`src/rtl/kbd_digit_pkg.sv`:
```
package kbd_digit_pkg;
  localparam int unsigned CODE_W  = 8;
  localparam int unsigned DIGIT_W = 4;

  localparam logic [CODE_W-1:0] CODE_RELEASE = 8'hF0;
  localparam logic [CODE_W-1:0] CODE_EXTEND  = 8'hE0;
  localparam logic [CODE_W-1:0] CODE_ENTER   = 8'h5A;

  typedef struct packed {
    logic               hit;
    logic [DIGIT_W-1:0] value;
    logic               enter;
  } key_result_t;
endpackage

```
`src/rtl/kbd_prefix_tracker.sv`:
```
module kbd_prefix_tracker
  import kbd_digit_pkg::*;
(
  input  logic              clk_i,
  input  logic              rst_i,
  input  logic              byte_valid_i,
  input  logic [CODE_W-1:0] byte_i,
  output logic              report_o,
  output logic [CODE_W-1:0] code_o
);
  logic armed_q;
  logic is_release;
  logic is_extend;

  always_comb begin
    is_release = (byte_i == CODE_RELEASE);
    is_extend  = (byte_i == CODE_EXTEND);
    report_o   = byte_valid_i && armed_q && !is_release && !is_extend;
    code_o     = byte_i;
  end

  always_ff @(posedge clk_i) begin
    if (rst_i) begin
      armed_q <= 1'b0;
    end else if (byte_valid_i) begin
      if (is_release) begin
        armed_q <= 1'b1;
      end else if (!is_extend) begin
        // a reported key, or a make code, leaves nothing pending
        armed_q <= 1'b0;
      end
    end
  end
endmodule

```
`src/rtl/kbd_code_mapper.sv`:
```
module kbd_code_mapper
  import kbd_digit_pkg::*;
#(
  parameter bit KEYPAD_EN = 1'b1
) (
  input  logic [CODE_W-1:0] code_i,
  output key_result_t       res_o
);
  logic [DIGIT_W-1:0] main_val;
  logic               main_hit;
  logic [DIGIT_W-1:0] pad_val;
  logic               pad_hit;

  always_comb begin
    main_hit = 1'b1;
    unique case (code_i)
      8'h45:   main_val = 4'd0;
      8'h16:   main_val = 4'd1;
      8'h1E:   main_val = 4'd2;
      8'h26:   main_val = 4'd3;
      8'h25:   main_val = 4'd4;
      8'h2E:   main_val = 4'd5;
      8'h36:   main_val = 4'd6;
      8'h3D:   main_val = 4'd7;
      8'h3E:   main_val = 4'd8;
      8'h46:   main_val = 4'd9;
      default: begin main_val = '0; main_hit = 1'b0; end
    endcase
  end

  generate
    if (KEYPAD_EN) begin : g_pad
      always_comb begin
        pad_hit = 1'b1;
        unique case (code_i)
          8'h70:   pad_val = 4'd0;
          8'h69:   pad_val = 4'd1;
          8'h72:   pad_val = 4'd2;
          8'h7A:   pad_val = 4'd3;
          8'h6B:   pad_val = 4'd4;
          8'h73:   pad_val = 4'd5;
          8'h74:   pad_val = 4'd6;
          8'h6C:   pad_val = 4'd7;
          8'h75:   pad_val = 4'd8;
          8'h7D:   pad_val = 4'd9;
          default: begin pad_val = '0; pad_hit = 1'b0; end
        endcase
      end
    end else begin : g_nopad
      assign pad_val = '0;
      assign pad_hit = 1'b0;
    end
  endgenerate

  always_comb begin
    res_o.hit   = main_hit | pad_hit;
    res_o.value = main_hit ? main_val : (pad_hit ? pad_val : '0);
    res_o.enter = (code_i == CODE_ENTER);
  end
endmodule

```
`src/rtl/kbd_release_digit.sv`:
```
module kbd_release_digit
  import kbd_digit_pkg::*;
#(
  parameter bit KEYPAD_EN = 1'b1
) (
  input  logic               clk_i,
  input  logic               rst_i,
  input  logic               byte_valid_i,
  input  logic [CODE_W-1:0]  byte_i,
  output logic               done_o,
  output logic [DIGIT_W-1:0] digit_o,
  output logic               enter_o
);
  logic              report;
  logic [CODE_W-1:0] code;
  key_result_t       res;

  kbd_prefix_tracker u_track (
    .clk_i        (clk_i),
    .rst_i        (rst_i),
    .byte_valid_i (byte_valid_i),
    .byte_i       (byte_i),
    .report_o     (report),
    .code_o       (code)
  );

  kbd_code_mapper #(.KEYPAD_EN(KEYPAD_EN)) u_map (
    .code_i (code),
    .res_o  (res)
  );

  always_ff @(posedge clk_i) begin
    if (rst_i) begin
      done_o  <= 1'b0;
      digit_o <= '0;
      enter_o <= 1'b0;
    end else begin
      done_o <= report;
      if (report) begin
        digit_o <= res.hit ? res.value : '0;
        enter_o <= res.enter;
      end
    end
  end
endmodule

```
`config.mk`:
```
export PLATFORM = sky130hd
export DESIGN_NAME = kbd_release_digit
export DESIGN_NICKNAME = d
export VERILOG_FILES = /design/src/rtl/kbd_digit_pkg.sv /design/src/rtl/kbd_prefix_tracker.sv /design/src/rtl/kbd_code_mapper.sv /design/src/rtl/kbd_release_digit.sv
export SDC_FILE = /design/constraint.sdc
export NUM_CORES = 1
export LEC_CHECK = 0
export BUFFER_PORTS_ARGS = -buffer_cell sky130_fd_sc_hd__buf_2
export CELL_PAD_IN_SITES_DETAIL_PLACEMENT = 0
export CELL_PAD_IN_SITES_GLOBAL_PLACEMENT = 2
export CORE_ASPECT_RATIO = 0.8
export CORE_UTILIZATION = 30
export DETAILED_ROUTE_END_ITERATION = 16
export GPL_TIMING_DRIVEN = 0
export HOLD_SLACK_MARGIN = 0.12
export PLACE_DENSITY = 0.81
export SLEW_MARGIN = 10
export SYNTH_ARGS = -nofsm -noshare
export SYNTH_HDL_FRONTEND = slang
export SYNTH_SLANG_ARGS = --single-unit
```
`constraint.sdc`:
```
create_clock -name clk_i -period 2.24 [get_ports clk_i]
set_input_delay 0.56 -clock clk_i [delete_from_list [all_inputs] [get_ports clk_i]]
set_output_delay 0.56 -clock clk_i [all_outputs]
set_load 0.005 [all_outputs]
```
==> out/qor.csv, run 1 <==
stage,metric,value,unit
clock_tree,# H-tree levels,1,
timing,# setup viols final,0,
timing,RSZ-0062 raised after global routing,false,
power,worst vdd ir,0.000305,V
layout,layout overhead on the synthesized area,18.8,%
power,Leak Pwr,0.266,nW
timing,"Min Clock Period, post-route",1570,ps
die,Chip Width,52.9,um
global_routing,Overflow after GRT,0,
detailed_routing,1st-iter DRT viols,21,
clock_tree,clk_lat worst skew,260,ps
detailed_routing,number of remaining DRC errors,0,
timing,skew final,4.86,ps
power,Power Total,322,uW
yosys,synthesized area,621,sq um
yosys,Synth area leader,dfxtp_1,
die,Starting Density,0.325,
layout,footprint of the multi-input gates,445,sq um
die,die height,42.7,um
clock_tree,TritonCTS Buffers,3,
clock_tree,Clock Sinks,7,
timing,Final period util,0.701,
global_routing,initial antenna violation count,0,
setup_path,Critical Path Sink Type,flip-flop,
layout,layout cell share with drive strength beyond 1,0.301,
placement,DP Wirelength,1150,um
clock_tree,Post CTS Setup Buffer Count,0,
die,num ports,17,
die,row count,14,
global_routing,global-route usage over all layers,0.158,
detailed_routing,routed via count,623,
layout,post-route cell area,737,sq um
detailed_routing,Via-to-Cell Ratio,5.32,
timing,Slew @ Worst Pin,429,ps
job,total of max-cap violations,0,
yosys,Synth area leaders,"dfxtp_1 (23%), nor2_1 (5.4%), nor3_1 (4.8%)",
yosys,Mapped Nets,88,
layout,# nets final,105,
clock_tree,clk buf depth,2,
setup_path,kind of critical path,in2reg,
detailed_routing,first-pass iteration count of the detailed router,4,
yosys,syn_area_per_cell,8.06,sq um
yosys,Main synth FF type,dfxtp_1,
setup_path,critical path data arrival time,1750,ps
layout,"most common cell after layout, fill and taps aside",buf_2,
placement,Placer Congestion,0.803,
layout,Fillers,208,
yosys,post-synth cell types,40,
clock_tree,clock root buffer,clkbuf_4,
global_routing,largest net degree at the start of global routing,11,
yosys,"FF+latch count, synth",7,
timing,Hold Fails Final Rpt,0,
timing,relative slew slack,0.714,
timing,max-slew violations,0,
clock_tree,CTS Hold Bufs,0,
layout,register area,140,sq um
detailed_routing,Total Routed Length,1530,um
placement,post-placement setup slack,394,ps
yosys,asr flop ratio synth,0,
die,Die ar.,2260,sq um
clock_tree,Worst-path clk slew,60,ps
global_routing,global-route wire length before repair,2680,um
yosys,post-synthesis sequential area ratio,0.226,
timing,final worst slack,670,ps
detailed_routing,Avg WL per Cell,13.1,um
timing,setup TNS,0,ps
clock_tree,# resized after CTS,0,
global_routing,vias in the first global route,599,
placement,"Cell Area, Placed",711,sq um
min_path,class of the tightest hold or removal check,reg2reg,
yosys,Cells after Synth,77,
setup_path,CP startpoint kind,input port,
placement,number of I/O port buffers,12,
die,Core Box Area,1910,sq um
clock_tree,CTS tree,yes,
detailed_routing,Routed Antenna Nets,0,
layout,Inserted Diodes,0,
yosys,post-synth top area share,0.226,
timing,f_max,637,MHz
yosys,Post-synth EDFFs,0,
yosys,synth warn,0,
setup_path,Worst Path Max Fanout,10,
power,Power Density,437,nW/um^2
layout,"commonest non-fill, non-tap cells in the layout","buf_2 (15), nor2_1 (9), dfxtp_1 (7), nor3_1 (6), nand2_1 (5)",
setup_path,WP data required,2420,ps
status,status,completed,
-- state kept, by name, summed over array words and instances, names as in the netlist --
| register | flops |
|---|---|
| done_o | 1 |
| u_track.armed_q | 1 |
| enter_o | 1 |
| digit_o | 4 |
-- per-layer routing --
layer | up-vias | GRT usage | wire, um
met5 | - | 0 | 0
met4 | 0 | 0.0158 | 0
met1 | 289 | 0.243 | 813
li1 | 324 | - | -
met2 | 10 | 0.223 | 665
met3 | 0 | 0.0430 | 49
-- cells by family (layout without fill, tap and decap cells) --
logic type      Yosys count  after routing  synth area share
buf+inv                   6             22            0.0564
compound gates           18             18             0.232
mux                       2              2            0.0343
simple gates             42             42             0.423
flops                     7              7             0.226
xor+xnor                  2              2            0.0282
-- metrics by stage --
stage	hold slack [ps]	utilization	std cells
floorplan	442	-	77
detailed placement	450	0.372	113
finish	451	0.386	117
CTS	458	0.386	117
global route	488	0.386	117
global placement	439	0.372	113
-- final cells by class --
cell class | count | area share
multi-input cells | 64 | 0.604
flip-flops and latches | 7 | 0.190
repair buffers | 12 | 0.0815
plain buffers | 6 | 0.0475
well taps | 24 | 0.0407
clock buffers | 4 | 0.0357
-- power breakdown --
group          switching, mW  internal, mW  leakage [nW]
Sequential           0.00121         0.127        0.0567
Combinational         0.0416        0.0309         0.194
Clock                 0.0529        0.0684        0.0150
Total                 0.0957         0.227         0.266
-- critical path, stage by stage --
cell     delay [ps]
buf_2           110
buf_2           170
or4bb_1         500
a21oi_1         170
nor3_1           70
nor3_1          170
-- final timing paths --
path / startpoint / end / slack (ps) / cells after the start
worst max register to register: u_track.armed_q$_SDFFE_PP0P_ / digit_o[1]$_SDFFE_PP0P_ / 1130 / 4
worst min register to register: enter_o$_SDFFE_PP0P_ / enter_o$_SDFFE_PP0P_ / 450 / 2
worst min-delay path: enter_o$_SDFFE_PP0P_ / enter_o$_SDFFE_PP0P_ / 450 / 2
worst max-delay path: byte_i[6] / digit_o[3]$_SDFFE_PP0P_ / 670 / 6
-- cell usage after synthesis (all sizes together), types with 2 or more instances --
master / n
nand2: 5
nor3: 7
a21oi: 3
a311oi: 2
buf: 4
nor2: 9
dfxtp: 7
o21ai: 3
xnor2: 2
a31oi: 2
nand2b: 4
a22oi: 3
clkbuf: 2
nand4b: 2
nand3b: 3
Power figures use the tool's default switching activity.
==> run 2: changes to the inputs <==
--- a/config.mk
+++ b/config.mk
@@ -9,11 +9,11 @@
 export CELL_PAD_IN_SITES_DETAIL_PLACEMENT = 0
 export CELL_PAD_IN_SITES_GLOBAL_PLACEMENT = 2
 export CORE_ASPECT_RATIO = 0.8
-export CORE_UTILIZATION = 30
+export CORE_UTILIZATION = 28
 export DETAILED_ROUTE_END_ITERATION = 16
 export GPL_TIMING_DRIVEN = 0
 export HOLD_SLACK_MARGIN = 0.12
-export PLACE_DENSITY = 0.81
+export PLACE_DENSITY = 0.77
 export SLEW_MARGIN = 10
 export SYNTH_ARGS = -nofsm -noshare
 export SYNTH_HDL_FRONTEND = slang
==> constraint.sdc (replaced) <==
create_clock -name clk_i -period 1.5 [get_ports clk_i]
set_input_delay 0.375 -clock clk_i [delete_from_list [all_inputs] [get_ports clk_i]]
set_output_delay 0.375 -clock clk_i [all_outputs]
set_load 0.005 [all_outputs]
==> run 2 against run 1 <==
Against the previous run:
- global-route usage shrank 1.4 points
- critical path depth unchanged
- highest routed layer unchanged
- clock-buffer cell count unchanged
- setup slack got worse by 550 ps
- first-iteration DRC count fell by 52%
==> out/qor.csv, run 2 (synthesized netlist as in run 1, its figures left out) <==
stage,metric,value,unit
status,status,completed,
clock_tree,# resized after CTS,0,
timing,relative slew slack,0.727,
placement,Placer Congestion,0.748,
timing,# setup viols final,0,
die,Core Box Area,1980,sq um
detailed_routing,1st-iter DRT viols,10,
setup_path,Critical Path Sink Type,flip-flop,
detailed_routing,Avg WL per Cell,13.5,um
timing,Final period util,0.922,
detailed_routing,Via-to-Cell Ratio,5.52,
power,worst vdd ir,0.000514,V
timing,max-slew violations,0,
setup_path,Worst Path Max Fanout,10,
layout,"commonest non-fill, non-tap cells in the layout","buf_2 (15), nor2_1 (9), dfxtp_1 (7), nor3_1 (6), nand2_1 (5)",
detailed_routing,first-pass iteration count of the detailed router,4,
clock_tree,clk buf depth,2,
layout,Final Core Density,0.372,
setup_path,Crit-path slowest cell,a211o_1,
power,Leak Pwr,0.266,nW
die,Starting Density,0.314,
layout,"most common cell after layout, fill and taps aside",buf_2,
setup_path,CP peak stage delay,290,ps
setup_path,Most common cell on crit path,buf_2,
layout,layout cell share with drive strength beyond 1,0.301,
timing,skew final,1.73,ps
timing,Hold Fails Final Rpt,0,
clock_tree,CTS Hold Bufs,0,
layout,layout overhead on the synthesized area,18.8,%
power,Power Density,639,nW/um^2
setup_path,CP startpoint kind,input port,
clock_tree,CTS tree,yes,
layout,# nets final,105,
clock_tree,Clock Sinks,7,
placement,DP Wirelength,1180,um
detailed_routing,number of remaining DRC errors,0,
timing,"Min Clock Period, post-route",1380,ps
clock_tree,TritonCTS Buffers,3,
die,Chip Width,54.6,um
detailed_routing,Total Routed Length,1570,um
clock_tree,# H-tree levels,1,
die,Die ar.,2410,sq um
die,die height,44.1,um
clock_tree,clock root buffer,clkbuf_4,
global_routing,vias in the first global route,556,
global_routing,global-route wire length before repair,2480,um
setup_path,kind of critical path,in2reg,
timing,RSZ-0062 raised after global routing,false,
global_routing,largest net degree at the start of global routing,11,
clock_tree,clk_lat worst skew,250,ps
global_routing,global-route usage over all layers,0.144,
timing,setup TNS,0,ps
power,Power Total,471,uW
setup_path,critical path data arrival time,1550,ps
timing,f_max,723,MHz
global_routing,initial antenna violation count,0,
clock_tree,Post CTS Setup Buffer Count,0,
layout,Largest register FFs,4,
clock_tree,Worst-path clk slew,50,ps
placement,number of I/O port buffers,12,
timing,Slew @ Worst Pin,403,ps
global_routing,Overflow after GRT,0,
setup_path,crit-path cells,buf_2 > buf_2 > nor4bb_1 > o21ai_0 > a211o_1 > a311oi_2,
job,total of max-cap violations,0,
setup_path,WP data required,1670,ps
detailed_routing,routed via count,646,
die,row count,14,
layout,Inserted Diodes,0,
detailed_routing,Routed Antenna Nets,0,
die,num ports,17,
min_path,class of the tightest hold or removal check,in2reg,
layout,Biggest register,digit_o,
-- run 2: cell counts in the layout (fill, tap and decap cells not counted) --
No cell type changed its count.
-- run 2: path summary, 6_finish.rpt --
check,startpoint,endpoint,slack [ps],cells after the start
setup reg to reg,u_track.armed_q$_SDFFE_PP0P_,digit_o[0]$_SDFFE_PP0P_,410,4
hold / removal,byte_valid_i,u_track.armed_q$_SDFFE_PP0P_,340,2
hold reg to reg,enter_o$_SDFFE_PP0P_,enter_o$_SDFFE_PP0P_,450,2
setup / recovery,byte_i[6],digit_o[1]$_SDFFE_PP0P_,120,6
-- run 2: through the flow --
stage | cells | setup slack, ps | cell area (sq um) | hold slack [ps]
global placement | 113 | -153 | 711 | 439
finish | 117 | 116 | 737 | 336
floorplan | 77 | 4.38 | 621 | 442
detailed placement | 113 | -149 | 711 | 447
CTS | 117 | 116 | 737 | 329
global route | 117 | 31.2 | 737 | 325
-- run 2: layout make-up --
| cell class | instances | area, sq um |
|---|---|---|
| Clock buffer | 4 | 26.3 |
| Multi-Input combinational cell | 64 | 445 |
| Timing Repair Buffer | 12 | 60.1 |
| Buffer | 6 | 35.0 |
| Sequential cell | 7 | 140 |
| Fill cell | 223 | 1240 |
| Tap cell | 24 | 30.0 |
-- run 2: where the power goes --
| group | switching (mW) | internal, mW | leakage, nW | total [mW] |
|---|---|---|---|---|
| registers | 0.00178 | 0.190 | 0.0567 | 0.192 |
| clock network | 0.0677 | 0.101 | 0.0150 | 0.169 |
| logic | 0.0632 | 0.0461 | 0.194 | 0.109 |
| total | 0.133 | 0.338 | 0.266 | 0.471 |
-- run 2: metal layers --
layer | wire (um) | track usage | vias up
li1 | - | - | 330
met1 | 831 | 0.209 | 288
met2 | 634 | 0.200 | 28
met3 | 108 | 0.0619 | 0
met4 | 0 | 0.0205 | 0
met5 | 0 | 0 | -
-- run 2: critical path, delay by kind of cell --
kind / cells / cell delay [ps]
simple gates: 1 / 280
buf+inv: 2 / 280
compound gates: 3 / 610
==> run 3: changes to the inputs <==
--- a/config.mk
+++ b/config.mk
@@ -6,9 +6,10 @@
 export NUM_CORES = 1
 export LEC_CHECK = 0
 export BUFFER_PORTS_ARGS = -buffer_cell sky130_fd_sc_hd__buf_2
+export CAP_MARGIN = 40
 export CELL_PAD_IN_SITES_DETAIL_PLACEMENT = 0
 export CELL_PAD_IN_SITES_GLOBAL_PLACEMENT = 2
-export CORE_ASPECT_RATIO = 0.8
+export CORE_ASPECT_RATIO = 0.75
 export CORE_UTILIZATION = 28
 export DETAILED_ROUTE_END_ITERATION = 16
 export GPL_TIMING_DRIVEN = 0
==> run 3 against run 2 <==
Against the previous run:
- core utilization fell by 1.3 points
- register-to-register slack about the same
- combinational power barely moved
- critical endpoint unchanged
- clock skew is 3.0 ps higher
- via count down 2.0%
- final cell count did not move
- setup slack better by 23 ps
- clock power increased by 7%
- fmax up 1.7%
- total power is 2.1% higher
- critical path depth down 1
- die area is essentially flat
==> out/qor.csv, run 3 (synthesized netlist as in run 1, its figures left out) <==
stage,metric,value,unit
status,status,completed,
layout,layout overhead on the synthesized area,18.8,%
layout,Biggest register,digit_o,
clock_tree,CTS Hold Bufs,0,
setup_path,worst r2r path cells,4,
layout,Fillers,226,
detailed_routing,Total Routed Length,1570,um
setup_path,crit-path cells,buf_2 > nand2b_2 > or3_1 > a211o_1 > a311oi_2,
layout,"commonest non-fill, non-tap cells in the layout","buf_2 (15), nor2_1 (9), dfxtp_1 (7), nor3_1 (6), nand2_1 (5)",
setup_path,critical path data arrival time,1540,ps
clock_tree,# H-tree levels,1,
placement,number of I/O port buffers,12,
setup_path,CP startpoint kind,input port,
clock_tree,CTS tree,yes,
die,num ports,17,
clock_tree,TritonCTS Buffers,3,
timing,relative slew slack,0.708,
global_routing,vias in the first global route,590,
timing,skew final,4.78,ps
setup_path,r2r setup slk,410,ps
die,Starting Density,0.303,
timing,hold_ws,322,ps
layout,"most common cell after layout, fill and taps aside",buf_2,
min_path,Hold Crit Depth,2,
detailed_routing,1st-iter DRT viols,15,
detailed_routing,number of remaining DRC errors,0,
setup_path,worst setup path endpoint,digit_o[1]$_SDFFE_PP0P_,
power,Leak Pwr,0.266,nW
power,Power Density,652,nW/um^2
layout,layout cell share with drive strength beyond 1,0.301,
timing,RSZ-0062 raised after global routing,false,
clock_tree,# resized after CTS,0,
timing,Slew @ Worst Pin,432,ps
setup_path,Critical Path Sink Type,flip-flop,
timing,# setup viols final,0,
placement,Placer Congestion,0.718,
timing,"Min Clock Period, post-route",1360,ps
clock_tree,clk_lat worst skew,260,ps
timing,Hold Fails Final Rpt,0,
die,row count,14,
clock_tree,Post CTS Setup Buffer Count,0,
setup_path,CP peak stage delay,350,ps
layout,Final Core Density,0.360,
min_path,class of the tightest hold or removal check,in2reg,
setup_path,worst r2r src,u_track.armed_q$_SDFFE_PP0P_,
global_routing,Overflow after GRT,0,
timing,Final period util,0.907,
detailed_routing,Via-to-Cell Ratio,5.41,
detailed_routing,routed via count,633,
detailed_routing,Avg WL per Cell,13.4,um
timing,setup TNS,0,ps
job,total of max-cap violations,0,
setup_path,Worst Path Max Fanout,4,
clock_tree,Clock Sinks,7,
setup_path,Crit-path slowest cell,or3_1,
global_routing,initial antenna violation count,0,
power,worst vdd ir,0.000316,V
clock_tree,clk buf depth,2,
die,Core Box Area,2050,sq um
timing,max-slew violations,0,
layout,Largest register FFs,4,
clock_tree,Worst-path clk slew,50,ps
setup_path,kind of critical path,in2reg,
setup_path,Worst R2R End,digit_o[0]$_SDFFE_PP0P_,
placement,DP Wirelength,1210,um
layout,# nets final,105,
die,Die ar.,2410,sq um
global_routing,global-route wire length before repair,2640,um
power,Power Total,480,uW
global_routing,global-route usage over all layers,0.141,
timing,f_max,735,MHz
global_routing,largest net degree at the start of global routing,11,
detailed_routing,first-pass iteration count of the detailed router,4,
setup_path,WP data required,1680,ps
die,die height,42.8,um
setup_path,CP startpoint,byte_i[6],
detailed_routing,Routed Antenna Nets,0,
die,Chip Width,56.4,um
layout,Inserted Diodes,0,
clock_tree,clock root buffer,clkbuf_4,
run 3: worst min path at each step:
stage	slack, ps	start	endpoint
after global routing	320	byte_valid_i	u_track.armed_q$_SDFFE_PP0P_
after detailed placement	440	enter_o$_SDFFE_PP0P_	enter_o$_SDFFE_PP0P_
final	320	byte_valid_i	u_track.armed_q$_SDFFE_PP0P_
after floorplan	440	enter_o$_SDFFE_PP0P_	enter_o$_SDFFE_PP0P_
after global placement	440	enter_o$_SDFFE_PP0P_	enter_o$_SDFFE_PP0P_
after CTS	320	byte_valid_i	u_track.armed_q$_SDFFE_PP0P_
run 3: final cells by class:
| type | count | area (sq um) | area share |
|---|---|---|---|
| buffer | 6 | 35.0 | 0.0475 |
| clock buffer | 4 | 26.3 | 0.0357 |
| multi-input combinational | 64 | 445 | 0.604 |
| sequential | 7 | 140 | 0.190 |
| tap | 24 | 30.0 | 0.0407 |
| timing repair buffer | 12 | 60.1 | 0.0815 |
run 3: where the power goes:
part | internal, mW | total (mW) | switching (mW)
sequential | 0.190 | 0.192 | 0.00163
clock | 0.102 | 0.180 | 0.0776
combinational | 0.0461 | 0.109 | 0.0626
run 3: per-layer routing:
layer	vias up	share of wire	GRT usage
li1	327	-	-
met1	286	0.54	0.204
met2	17	0.39	0.193
met3	3	0.055	0.0579
met4	0	0.0077	0.0293
met5	-	0	0
run 3: through the flow:
stage / setup slack [ps] / cell area [sq um] / cells
after CTS: 138 / 737 / 117
after floorplan: 4.38 / 621 / 77
after detailed placement: -141 / 711 / 113
final: 139 / 737 / 117
after global placement: -134 / 711 / 113
after global routing: 89.1 / 737 / 117
run 3: critical path: cells and delay by family:
kind | cells | cell delay (ps)
buf+inv | 1 | 110
compound gates | 2 | 500
simple gates | 2 | 550
